File: config.mk
export PLATFORM = sky130hd
export DESIGN_NAME = mbus_cycle_ctl
export DESIGN_NICKNAME = d
export VERILOG_FILES = /design/src/rtl/mbus_pkg.sv /design/src/rtl/mbus_seq.sv /design/src/rtl/mbus_lane.sv /design/src/rtl/mbus_datapath.sv /design/src/rtl/mbus_drive.sv /design/src/rtl/mbus_cycle_ctl.sv
export SDC_FILE = /design/constraint.sdc
export NUM_CORES = 1
export LEC_CHECK = 0
export ABC_AREA = 1
export CAP_MARGIN = 10
export CORE_ASPECT_RATIO = 1.25
export CORE_MARGIN = 4
export CORE_UTILIZATION = 48
export CTS_BUF_LIST = sky130_fd_sc_hd__clkbuf_2 sky130_fd_sc_hd__clkbuf_4 sky130_fd_sc_hd__clkbuf_8
export CTS_CLUSTER_SIZE = 20
export DETAILED_ROUTE_END_ITERATION = 16
export GPL_TIMING_DRIVEN = 0
export PLACE_DENSITY_LB_ADDON = 0.1
export SYNTH_ARGS = -nofsm -noshare
export SYNTH_HDL_FRONTEND = slang
export SYNTH_SLANG_ARGS = --single-unit
File: constraint.sdc
create_clock -name clk -period 2.55 [get_ports clk]
set_input_delay 0.3825 -clock clk [delete_from_list [all_inputs] [get_ports clk]]
set_output_delay 0.3825 -clock clk [all_outputs]
set_load 0.05 [all_outputs]
File: src/rtl/mbus_pkg.sv
package mbus_pkg;

    typedef enum logic [2:0] {
        OP_INTA    = 3'd0,
        OP_IORD    = 3'd1,
        OP_IOWR    = 3'd2,
        OP_HALT    = 3'd3,
        OP_FETCH   = 3'd4,
        OP_MEMRD   = 3'd5,
        OP_MEMWR   = 3'd6,
        OP_REFRESH = 3'd7
    } op_e;

    typedef enum logic [2:0] {
        ST_IDLE,
        ST_T1,
        ST_T2,
        ST_T3,
        ST_T4,
        ST_HOLD
    } phase_e;

    localparam logic [2:0] STAT_PASSIVE = 3'b111;
    localparam logic [2:0] STAT_MEMRD   = 3'b101;

    function automatic logic [2:0] status_of(op_e op);
        return (op == OP_REFRESH) ? STAT_MEMRD : logic'(op) ? 3'(op) : 3'(op);
    endfunction

    function automatic logic is_read(op_e op);
        return (op == OP_INTA) || (op == OP_IORD) || (op == OP_FETCH) ||
               (op == OP_MEMRD) || (op == OP_REFRESH);
    endfunction

    function automatic logic is_write(op_e op);
        return (op == OP_IOWR) || (op == OP_MEMWR);
    endfunction

endpackage

File: src/rtl/mbus_seq.sv
module mbus_seq
    import mbus_pkg::*;
(
    input  logic   clk,
    input  logic   rst_n,
    input  logic   req_valid,
    input  logic   hold_req,
    input  logic   ready_in,
    input  logic   skip_ready,
    output logic   req_ready,
    output logic   accept,
    output phase_e phase
);

    phase_e phase_nx;

    always_ff @(posedge clk) begin
        if (!rst_n) begin
            phase <= ST_IDLE;
        end else begin
            phase <= phase_nx;
        end
    end

    always_comb begin
        phase_nx = phase;
        unique case (phase)
            ST_IDLE: begin
                if (hold_req) begin
                    phase_nx = ST_HOLD;
                end else if (req_valid) begin
                    phase_nx = ST_T1;
                end
            end
            ST_T1:   phase_nx = ST_T2;
            ST_T2:   phase_nx = ST_T3;
            ST_T3: begin
                if (skip_ready || ready_in) begin
                    phase_nx = ST_T4;
                end
            end
            ST_T4:   phase_nx = ST_IDLE;
            ST_HOLD: begin
                if (!hold_req) begin
                    phase_nx = ST_IDLE;
                end
            end
            default: phase_nx = ST_IDLE;
        endcase
    end

    assign req_ready = (phase == ST_IDLE) && !hold_req;
    assign accept    = req_ready && req_valid;

    // a low READY that is honoured keeps the cycle in T3
    p_wait_state_r6: assert property (@(posedge clk) disable iff (!rst_n)
        (phase == ST_T3 && !ready_in && !skip_ready) |=> (phase == ST_T3));

    // T4 is always followed by idle
    p_t4_ends_r13: assert property (@(posedge clk) disable iff (!rst_n)
        (phase == ST_T4) |=> (phase == ST_IDLE));

    // hold persists while requested
    p_hold_stays_r11: assert property (@(posedge clk) disable iff (!rst_n)
        (phase == ST_HOLD && hold_req) |=> (phase == ST_HOLD));

endmodule

File: src/rtl/mbus_lane.sv
module mbus_lane
    import mbus_pkg::*;
(
    input  op_e  op,
    input  logic word,
    input  logic addr0,
    output logic a0,
    output logic bhe_n
);

    always_comb begin
        if (op == OP_REFRESH) begin
            a0    = 1'b1;
            bhe_n = 1'b1;
        end else if (addr0) begin
            a0    = 1'b1;
            bhe_n = 1'b0;
        end else begin
            a0    = 1'b0;
            bhe_n = !word;
        end
    end

endmodule

File: src/rtl/mbus_datapath.sv
module mbus_datapath
    import mbus_pkg::*;
#(
    parameter int ADDR_W = 20,
    parameter int DATA_W = 16
) (
    input  logic              clk,
    input  logic              rst_n,
    input  logic              accept,
    input  logic [2:0]        req_kind,
    input  logic [ADDR_W-1:0] req_addr,
    input  logic              req_word,
    input  logic [DATA_W-1:0] req_wdata,
    input  logic              req_skip_ready,
    input  phase_e            phase,
    input  logic              ready_in,
    input  logic [DATA_W-1:0] ad_in,
    output op_e               op_q,
    output logic [ADDR_W-1:0] addr_q,
    output logic              word_q,
    output logic [DATA_W-1:0] wdata_q,
    output logic              skip_ready,
    output logic [DATA_W-1:0] rdata
);

    logic skip_q;
    logic last_t3;

    always_ff @(posedge clk) begin
        if (!rst_n) begin
            op_q    <= OP_HALT;
            addr_q  <= '0;
            word_q  <= 1'b0;
            wdata_q <= '0;
            skip_q  <= 1'b0;
        end else if (accept) begin
            op_q    <= op_e'(req_kind);
            addr_q  <= req_addr;
            word_q  <= req_word;
            wdata_q <= req_wdata;
            skip_q  <= req_skip_ready;
        end
    end

    assign skip_ready = skip_q || (op_q == OP_HALT);
    assign last_t3    = (phase == ST_T3) && (skip_ready || ready_in);

    always_ff @(posedge clk) begin
        if (!rst_n) begin
            rdata <= '0;
        end else if (last_t3 && is_read(op_q)) begin
            rdata <= ad_in;
        end
    end

    // the request latch only changes while idle
    p_latch_quiet_r13: assert property (@(posedge clk) disable iff (!rst_n)
        (phase != ST_IDLE) |=> $stable(addr_q));

endmodule

File: src/rtl/mbus_drive.sv
module mbus_drive
    import mbus_pkg::*;
#(
    parameter int ADDR_W = 20,
    parameter int DATA_W = 16,
    localparam int HI_W  = ADDR_W - DATA_W
) (
    input  logic              clk,
    input  logic              rst_n,
    input  phase_e            phase,
    input  op_e               op,
    input  logic [ADDR_W-1:0] addr,
    input  logic [DATA_W-1:0] wdata,
    input  logic              lane_a0,
    input  logic              lane_bhe_n,
    output logic [2:0]        status,
    output logic              ale,
    output logic              bhe_n,
    output logic              rd_n,
    output logic              wr_n,
    output logic              den_n,
    output logic              ctl_oe,
    output logic [DATA_W-1:0] ad_out,
    output logic              ad_oe,
    output logic [HI_W-1:0]   a_hi,
    output logic              done,
    output logic              rdata_valid,
    output logic              hold_ack
);

    always_comb begin
        status      = STAT_PASSIVE;
        ale         = 1'b0;
        bhe_n       = 1'b1;
        rd_n        = 1'b1;
        wr_n        = 1'b1;
        den_n       = 1'b1;
        ctl_oe      = 1'b1;
        ad_out      = '0;
        ad_oe       = 1'b0;
        a_hi        = '0;
        done        = 1'b0;
        rdata_valid = 1'b0;
        hold_ack    = 1'b0;
        unique case (phase)
            ST_IDLE: ;
            ST_T1: begin
                status = status_of(op);
                ale    = 1'b1;
                bhe_n  = lane_bhe_n;
                ad_oe  = 1'b1;
                ad_out = {addr[DATA_W-1:1], lane_a0};
                a_hi   = addr[ADDR_W-1:DATA_W];
            end
            ST_T2, ST_T3: begin
                if (phase == ST_T2) begin
                    status = status_of(op);
                end
                bhe_n = lane_bhe_n;
                rd_n  = !is_read(op);
                wr_n  = !is_write(op);
                den_n = (op == OP_HALT);
                if (is_write(op)) begin
                    ad_oe  = 1'b1;
                    ad_out = wdata;
                end
            end
            ST_T4: begin
                bhe_n       = lane_bhe_n;
                done        = 1'b1;
                rdata_valid = is_read(op);
                if (is_write(op)) begin
                    ad_oe  = 1'b1;
                    ad_out = wdata;
                end
            end
            ST_HOLD: begin
                ctl_oe   = 1'b0;
                hold_ack = 1'b1;
            end
            default: ;
        endcase
    end

    // the two strobes never overlap
    p_strobe_excl_r5: assert property (@(posedge clk) disable iff (!rst_n)
        !(!rd_n && !wr_n));

    // ALE is a single-clock pulse
    p_ale_pulse_r2: assert property (@(posedge clk) disable iff (!rst_n)
        ale |=> !ale);

    // upper address returns to zero right after the address clock
    p_hi_zero_r3: assert property (@(posedge clk) disable iff (!rst_n)
        ale |=> (a_hi == '0));

    // floated bus while hold is granted
    p_hold_float_r11: assert property (@(posedge clk) disable iff (!rst_n)
        hold_ack |-> (!ctl_oe && !ad_oe && !ale));

    // the cycle end shows passive status
    p_end_passive_r1: assert property (@(posedge clk) disable iff (!rst_n)
        done |-> (status == STAT_PASSIVE));

    // an active strobe always has the transceivers enabled
    p_den_cover_r8: assert property (@(posedge clk) disable iff (!rst_n)
        (!rd_n || !wr_n) |-> !den_n);

endmodule

File: src/rtl/mbus_cycle_ctl.sv
module mbus_cycle_ctl
    import mbus_pkg::*;
#(
    parameter int ADDR_W = 20,
    parameter int DATA_W = 16,
    localparam int HI_W  = ADDR_W - DATA_W
) (
    input  logic              clk,
    input  logic              rst_n,
    input  logic              req_valid,
    output logic              req_ready,
    input  logic [2:0]        req_kind,
    input  logic [ADDR_W-1:0] req_addr,
    input  logic              req_word,
    input  logic [DATA_W-1:0] req_wdata,
    input  logic              req_skip_ready,
    input  logic              ready_in,
    input  logic              hold_req,
    output logic              hold_ack,
    output logic [2:0]        status,
    output logic              ale,
    output logic              bhe_n,
    output logic              rd_n,
    output logic              wr_n,
    output logic              den_n,
    output logic              ctl_oe,
    output logic [DATA_W-1:0] ad_out,
    output logic              ad_oe,
    input  logic [DATA_W-1:0] ad_in,
    output logic [HI_W-1:0]   a_hi,
    output logic [DATA_W-1:0] rdata,
    output logic              rdata_valid,
    output logic              done
);

    phase_e            phase;
    logic              accept;
    logic              skip_ready;
    op_e               op_q;
    logic [ADDR_W-1:0] addr_q;
    logic              word_q;
    logic [DATA_W-1:0] wdata_q;
    logic              lane_a0;
    logic              lane_bhe_n;

    mbus_seq u_seq (
        .clk        (clk),
        .rst_n      (rst_n),
        .req_valid  (req_valid),
        .hold_req   (hold_req),
        .ready_in   (ready_in),
        .skip_ready (skip_ready),
        .req_ready  (req_ready),
        .accept     (accept),
        .phase      (phase)
    );

    mbus_datapath #(.ADDR_W(ADDR_W), .DATA_W(DATA_W)) u_dp (
        .clk            (clk),
        .rst_n          (rst_n),
        .accept         (accept),
        .req_kind       (req_kind),
        .req_addr       (req_addr),
        .req_word       (req_word),
        .req_wdata      (req_wdata),
        .req_skip_ready (req_skip_ready),
        .phase          (phase),
        .ready_in       (ready_in),
        .ad_in          (ad_in),
        .op_q           (op_q),
        .addr_q         (addr_q),
        .word_q         (word_q),
        .wdata_q        (wdata_q),
        .skip_ready     (skip_ready),
        .rdata          (rdata)
    );

    mbus_lane u_lane (
        .op    (op_q),
        .word  (word_q),
        .addr0 (addr_q[0]),
        .a0    (lane_a0),
        .bhe_n (lane_bhe_n)
    );

    mbus_drive #(.ADDR_W(ADDR_W), .DATA_W(DATA_W)) u_drive (
        .clk         (clk),
        .rst_n       (rst_n),
        .phase       (phase),
        .op          (op_q),
        .addr        (addr_q),
        .wdata       (wdata_q),
        .lane_a0     (lane_a0),
        .lane_bhe_n  (lane_bhe_n),
        .status      (status),
        .ale         (ale),
        .bhe_n       (bhe_n),
        .rd_n        (rd_n),
        .wr_n        (wr_n),
        .den_n       (den_n),
        .ctl_oe      (ctl_oe),
        .ad_out      (ad_out),
        .ad_oe       (ad_oe),
        .a_hi        (a_hi),
        .done        (done),
        .rdata_valid (rdata_valid),
        .hold_ack    (hold_ack)
    );

    // no request is taken while hold is granted
    p_no_accept_hold_r11: assert property (@(posedge clk) disable iff (!rst_n)
        hold_ack |-> !req_ready);

endmodule

; Word-level counts from Yosys, hierarchy flattened
; Index checks and enable logic that the tools add are counted.
[classes]
n_eq_ne = 15
reduce_logical = 21
mux = 26
[op_table]
columns = cell, count
row1 = $pmux W16 S2, 1
row2 = $eq A3 B3 Y1 const B, 6
row3 = $mux W3, 6
row4 = $mux W16, 1
row5 = $pmux W3 S5, 1
row6 = $mux W1, 14
row7 = $eq A3 B2 Y1 const B, 4
row8 = $logic_or A1 B1 Y1, 7
row9 = $eq A3 B1 Y1 const B, 2
row10 = $logic_not A3 Y1, 2
row11 = $pmux W3 S2, 1
row12 = $logic_and A1 B1 Y1, 4
row13 = $logic_not A1 Y1, 4
row14 = $mux W4, 1
row15 = $ne A2 B2 Y1 const B, 2
row16 = $reduce_or A4 Y1, 1
row17 = $ne A3 B3 Y1 const B, 1
row18 = $reduce_and A3 Y1, 1
row19 = $reduce_or A3 Y1, 1
row20 = $pmux W1 S2, 1
row21 = $reduce_or A2 Y1, 1
[totals]
output_inout_bits = 50
reg_bits = 60
word_cells = 69

; Longest topological paths before layout
[logic_depth]
word_depth = 7
depth_mapped = 8
mapped_depth_nobuf = 7

; Hierarchy
; From an unflattened synthesis, not the netlist that was laid out.
[unflattened]
hier_cells = 460
area_unflattened_um2 = 3111.7
[by_module_without_submodules]
columns = module, cells_each, n_inst, area_each_um2
row1 = mbus_datapath, 288, 1, 2287.2
row2 = mbus_drive, 128, 1, 559.3
row3 = mbus_seq, 38, 1, 241.5
row4 = mbus_lane, 6, 1, 23.8

; Least setup slack after synthesis
; Ideal clock, no wire load.
[synth_timing]
path_kind = register to output
from = register u_seq.phase[2]
to = output port ctl_oe
n_path_buf = 1
stages_incl_launch_ff = 5
path_slack_ns = 0.466
arrival_ns = 1.702
cell_sequence = dfxtp_1 -> clkbuf_2 -> inv_2 -> nor2_1 -> inv_1
[synth_via]
elab_chain_cells = 2
[synth_lines]
columns = element, line_no
row1 = start: declaration, mbus_seq.sv:12  ; output phase_e phase
row2 = start signal: assignment, mbus_seq.sv:21  ; phase <= phase_nx;
row3 = $eq A3 B3 Y1, mbus_drive.sv:45  ; unique case (phase)
row4 = $mux W1, mbus_drive.sv:45
row5 = end: declaration, mbus_cycle_ctl.sv:26  ; output logic ctl_oe,
; No other way between the ends.

; Worst setup path after layout
[layout_timing]
from = register u_seq.phase[1]
to = output port status[2]
[layout_via]
elab_chain_cells = 3
elab_cells_between_ends = 6
[layout_lines]
columns = element, line_no
row1 = "$eq A3 B2 Y1, on equally long branches", "mbus_drive.sv:45, mbus_drive.sv:56"
row2 = $mux W3 or $reduce_or A2 Y1 (tied branches), "mbus_drive.sv:56, mbus_drive.sv:45"
row3 = $pmux W3 S2 (*), mbus_drive.sv:45
row4 = end: declaration, mbus_cycle_ctl.sv:20  ; output logic [2:0] status,
; Every way passes the cells marked *; elsewhere a longest branch is shown, timed or not.

==> flow_metrics.env <==
export IMPL_diodes=0
export IMPL_num_fill_cells=482
export IMPL_place_congestion=0.881
export IMPL_postCtsSetupRepairBufs=0
export IMPL_crit_arrival_ps=2110
export IMPL_vias=2899
export IMPL_die_h_um=92.5
export IMPL_mostFrequentLayoutCell="nor2_1"
export IMPL_power_density_mw_per_mm2=693
export IMPL_maxCapViolCount=0
export IMPL_synth_cell_types=25
export IMPL_grt_max_degree=12
export IMPL_post_place_ws_ps=-80.2
export IMPL_yosysWarnings=0
export IMPL_required_ps=2170
export IMPL_layout_cells_most_common_list="107 x nor2_1, 83 x clkdlybuf4s50_1, 68 x nand2_1"
export IMPL_grt_first_pass_wirelength_um=12400
export IMPL_synthesis_nets=453
export IMPL_slew_violations=0
export IMPL_cts_sinks=60
export IMPL_dr_pass1_iters=5
export IMPL_cts_tree="done"
export IMPL_fmax_ghz=0.402
export IMPL_worstSetupPathType="reg2out"
export IMPL_avgSynthCellArea_um2=7.01
export IMPL_drc=0
export IMPL_cp_slowest_stage_delay_ps=800
export IMPL_power_share_switching=0.356
export IMPL_root_buffer="clkbuf_8"
export IMPL_clock_latency_ps=340
export IMPL_netlist_top_cells_area="dfxtp_1 44%, nor2_1 15%, nand2_1 9.3%, o21ai_0 7.1%, nand3_1 4.4%"
export IMPL_period_minus_slack_ps=2490
export IMPL_ctsHoldBuffers=0
export IMPL_drive_gt1_frac=0.118
export IMPL_fin_worst_skew_ps=9.12
export IMPL_yosysSeqAreaShare=0.438
export IMPL_pin_count=112
export IMPL_die_area_mm2=0.00699
export IMPL_synth_cells=391
export IMPL_rsz0062_at_grt="false"
export IMPL_hold_viol=0
export IMPL_multi_input_area_mm2=0.00129
export IMPL_cts_max_level=3
export IMPL_cpMaxStageDelayCell="clkdlybuf4s50_1"
export IMPL_layout_nets=574
export IMPL_worst_slew_pin_slew_ps=519
export IMPL_synth_seq_cells=60
export IMPL_portBuffers=110
export IMPL_relSlewSlack=0.653
export IMPL_status="completed"
export IMPL_synth_area_mm2=0.00274
export IMPL_place_inst=565
export IMPL_totalWireLength_um=8020
export IMPL_seqPwrFrac=0.389
export IMPL_start_kind="flip-flop"
export IMPL_placement_rows=30
export IMPL_setup_slack_ps=60.6
export IMPL_end_kind="primary output"
export IMPL_cp_max_fo=4
export IMPL_power_frac_comb=0.304
export IMPL_pwr_share_clk=0.307
export IMPL_grt_overflow_total=0
export IMPL_die_width_um=75.6
export IMPL_netlist_area_leader_share=0.438
export IMPL_cts_clk_slew_worst_paths_ps=70
export IMPL_post_drt_wl_per_cell_um=13.8
export IMPL_syn2layout_area_growth_pct=47.7
export IMPL_first_iter_violations=125
export IMPL_routed_via_density=4.99
export IMPL_switchingPower_mw=0.998
export IMPL_ir_drop_mv=0.492
export IMPL_postRouteAntennaNets=0
export IMPL_coreArea_mm2=0.00548
export IMPL_p_int_mw=1.81
export IMPL_finalSetupViolations=0
export IMPL_cts_buffer_depth=2
export IMPL_initial_core_util=0.500
export IMPL_regArea_mm2=0.00120
export IMPL_path_cells="inv_2 > nand2_1 > nor2_1 > nor2_1 > inv_1 > nand2_1 > clkdlybuf4s50_1"
export IMPL_hp_class="in2reg"
export IMPL_cts_buffers_inserted=9
export IMPL_grt_usage=0.229
export IMPL_post_route_period_util=0.976
export IMPL_grt_pass1_vias=2735
export IMPL_dp_hpwl_um=6010
export IMPL_p_leak_nw=1.84
export IMPL_synth_top_area_cell="dfxtp_1"
export IMPL_final_cells=581
export IMPL_antenna_found_initial=0
[routing by layer]
layer / track usage / vias up / share of wire
met1: 0.265 / 1296 / 0.41
met5: 0 / - / 0
met2: 0.401 / 88 / 0.50
li1: - / 1497 / -
met3: 0.0402 / 18 / 0.063
met4: 0.0962 / 0 / 0.025
[cells in the mapped netlist, drive strengths merged]
cell and n:
nor2 112, nand3b 16, a21oi 17, nand3 25
a21boi 1, clkbuf 6, nor3 1, nand4 2
nand2 69, or2 2, inv 20, buf 19
o211ai 1, o221ai 1, o21ai 39, dfxtp 60
[state kept, by name, indices dropped and copies added (netlist names)]
register	cells
u_dp.word_q	1
u_seq.phase	3
u_dp.skip_q	1
u_dp.rdata	16
u_dp.op_q	3
u_dp.addr_q	20
u_dp.wdata_q	16
[layout make-up]
cell class | instances | area share
buffer | 25 | 0.0427
sequential | 60 | 0.297
timing repair buffer | 110 | 0.253
clock inverter | 6 | 0.0158
inverter | 20 | 0.0186
tap | 64 | 0.0198
clock buffer | 10 | 0.0340
multi-input combinational | 286 | 0.320
[kinds of logic (layout without fill, tap and decap cells)]
logic type             Yosys count  in the layout  synth area share
AO/OA/AOI/OAI                   59             59             0.111
flip-flops                      60             60             0.438
AND/OR/NAND/NOR                227            227             0.360
buffers and inverters           45            171            0.0904
[path summary, 6_finish.rpt]
kind,startpoint,to,slack (ps),cells after the start
setup reg to reg,u_dp.op_q[0],u_dp.rdata[4],1010,6
setup / recovery,u_seq.phase[1],status[2],60,7
hold reg to reg,u_dp.rdata[8],u_dp.rdata[8],480,2
hold / removal,rst_n,u_dp.rdata[0],420,3
[repair_timing]
action,in CTS,in global routing
setup endpoints to repair,24,18
resized for setup,34,24
pin swaps,0,0
[power by group through the flow]
stage	clock (mW)	combinational, mW	sequential, mW
after global routing	0.902	0.925	1.10
final	0.860	0.853	1.09
after global placement	0	0.866	1.10
after CTS	0.863	0.865	1.09
after detailed placement	0	0.878	1.11
after floorplan	0	0.556	1.11
[stage by stage]
stage          total power, mW  instance area (um2)  utilization  setup TNS (ps)  hold slack [ps]
5_1_grt                   2.93                 4050        0.738               0              455
6_report                  2.80                 4050        0.738               0              423
3_3_place_gp              1.97                 3920        0.716            -463              460
3_5_place_dp              1.99                 3920        0.716            -614              468
4_1_cts                   2.82                 4110        0.749               0              423
2_1_floorplan             1.67                 2740            -               0              474
[worst max-delay path, delay by kind of cell (launching register included)]
family,cells,cell delay [ps]
buffers and inverters,3,970
AND/OR/NAND/NOR,4,400
flip-flops,1,410
No activity file was read; power rests on OpenSTA's default activity.
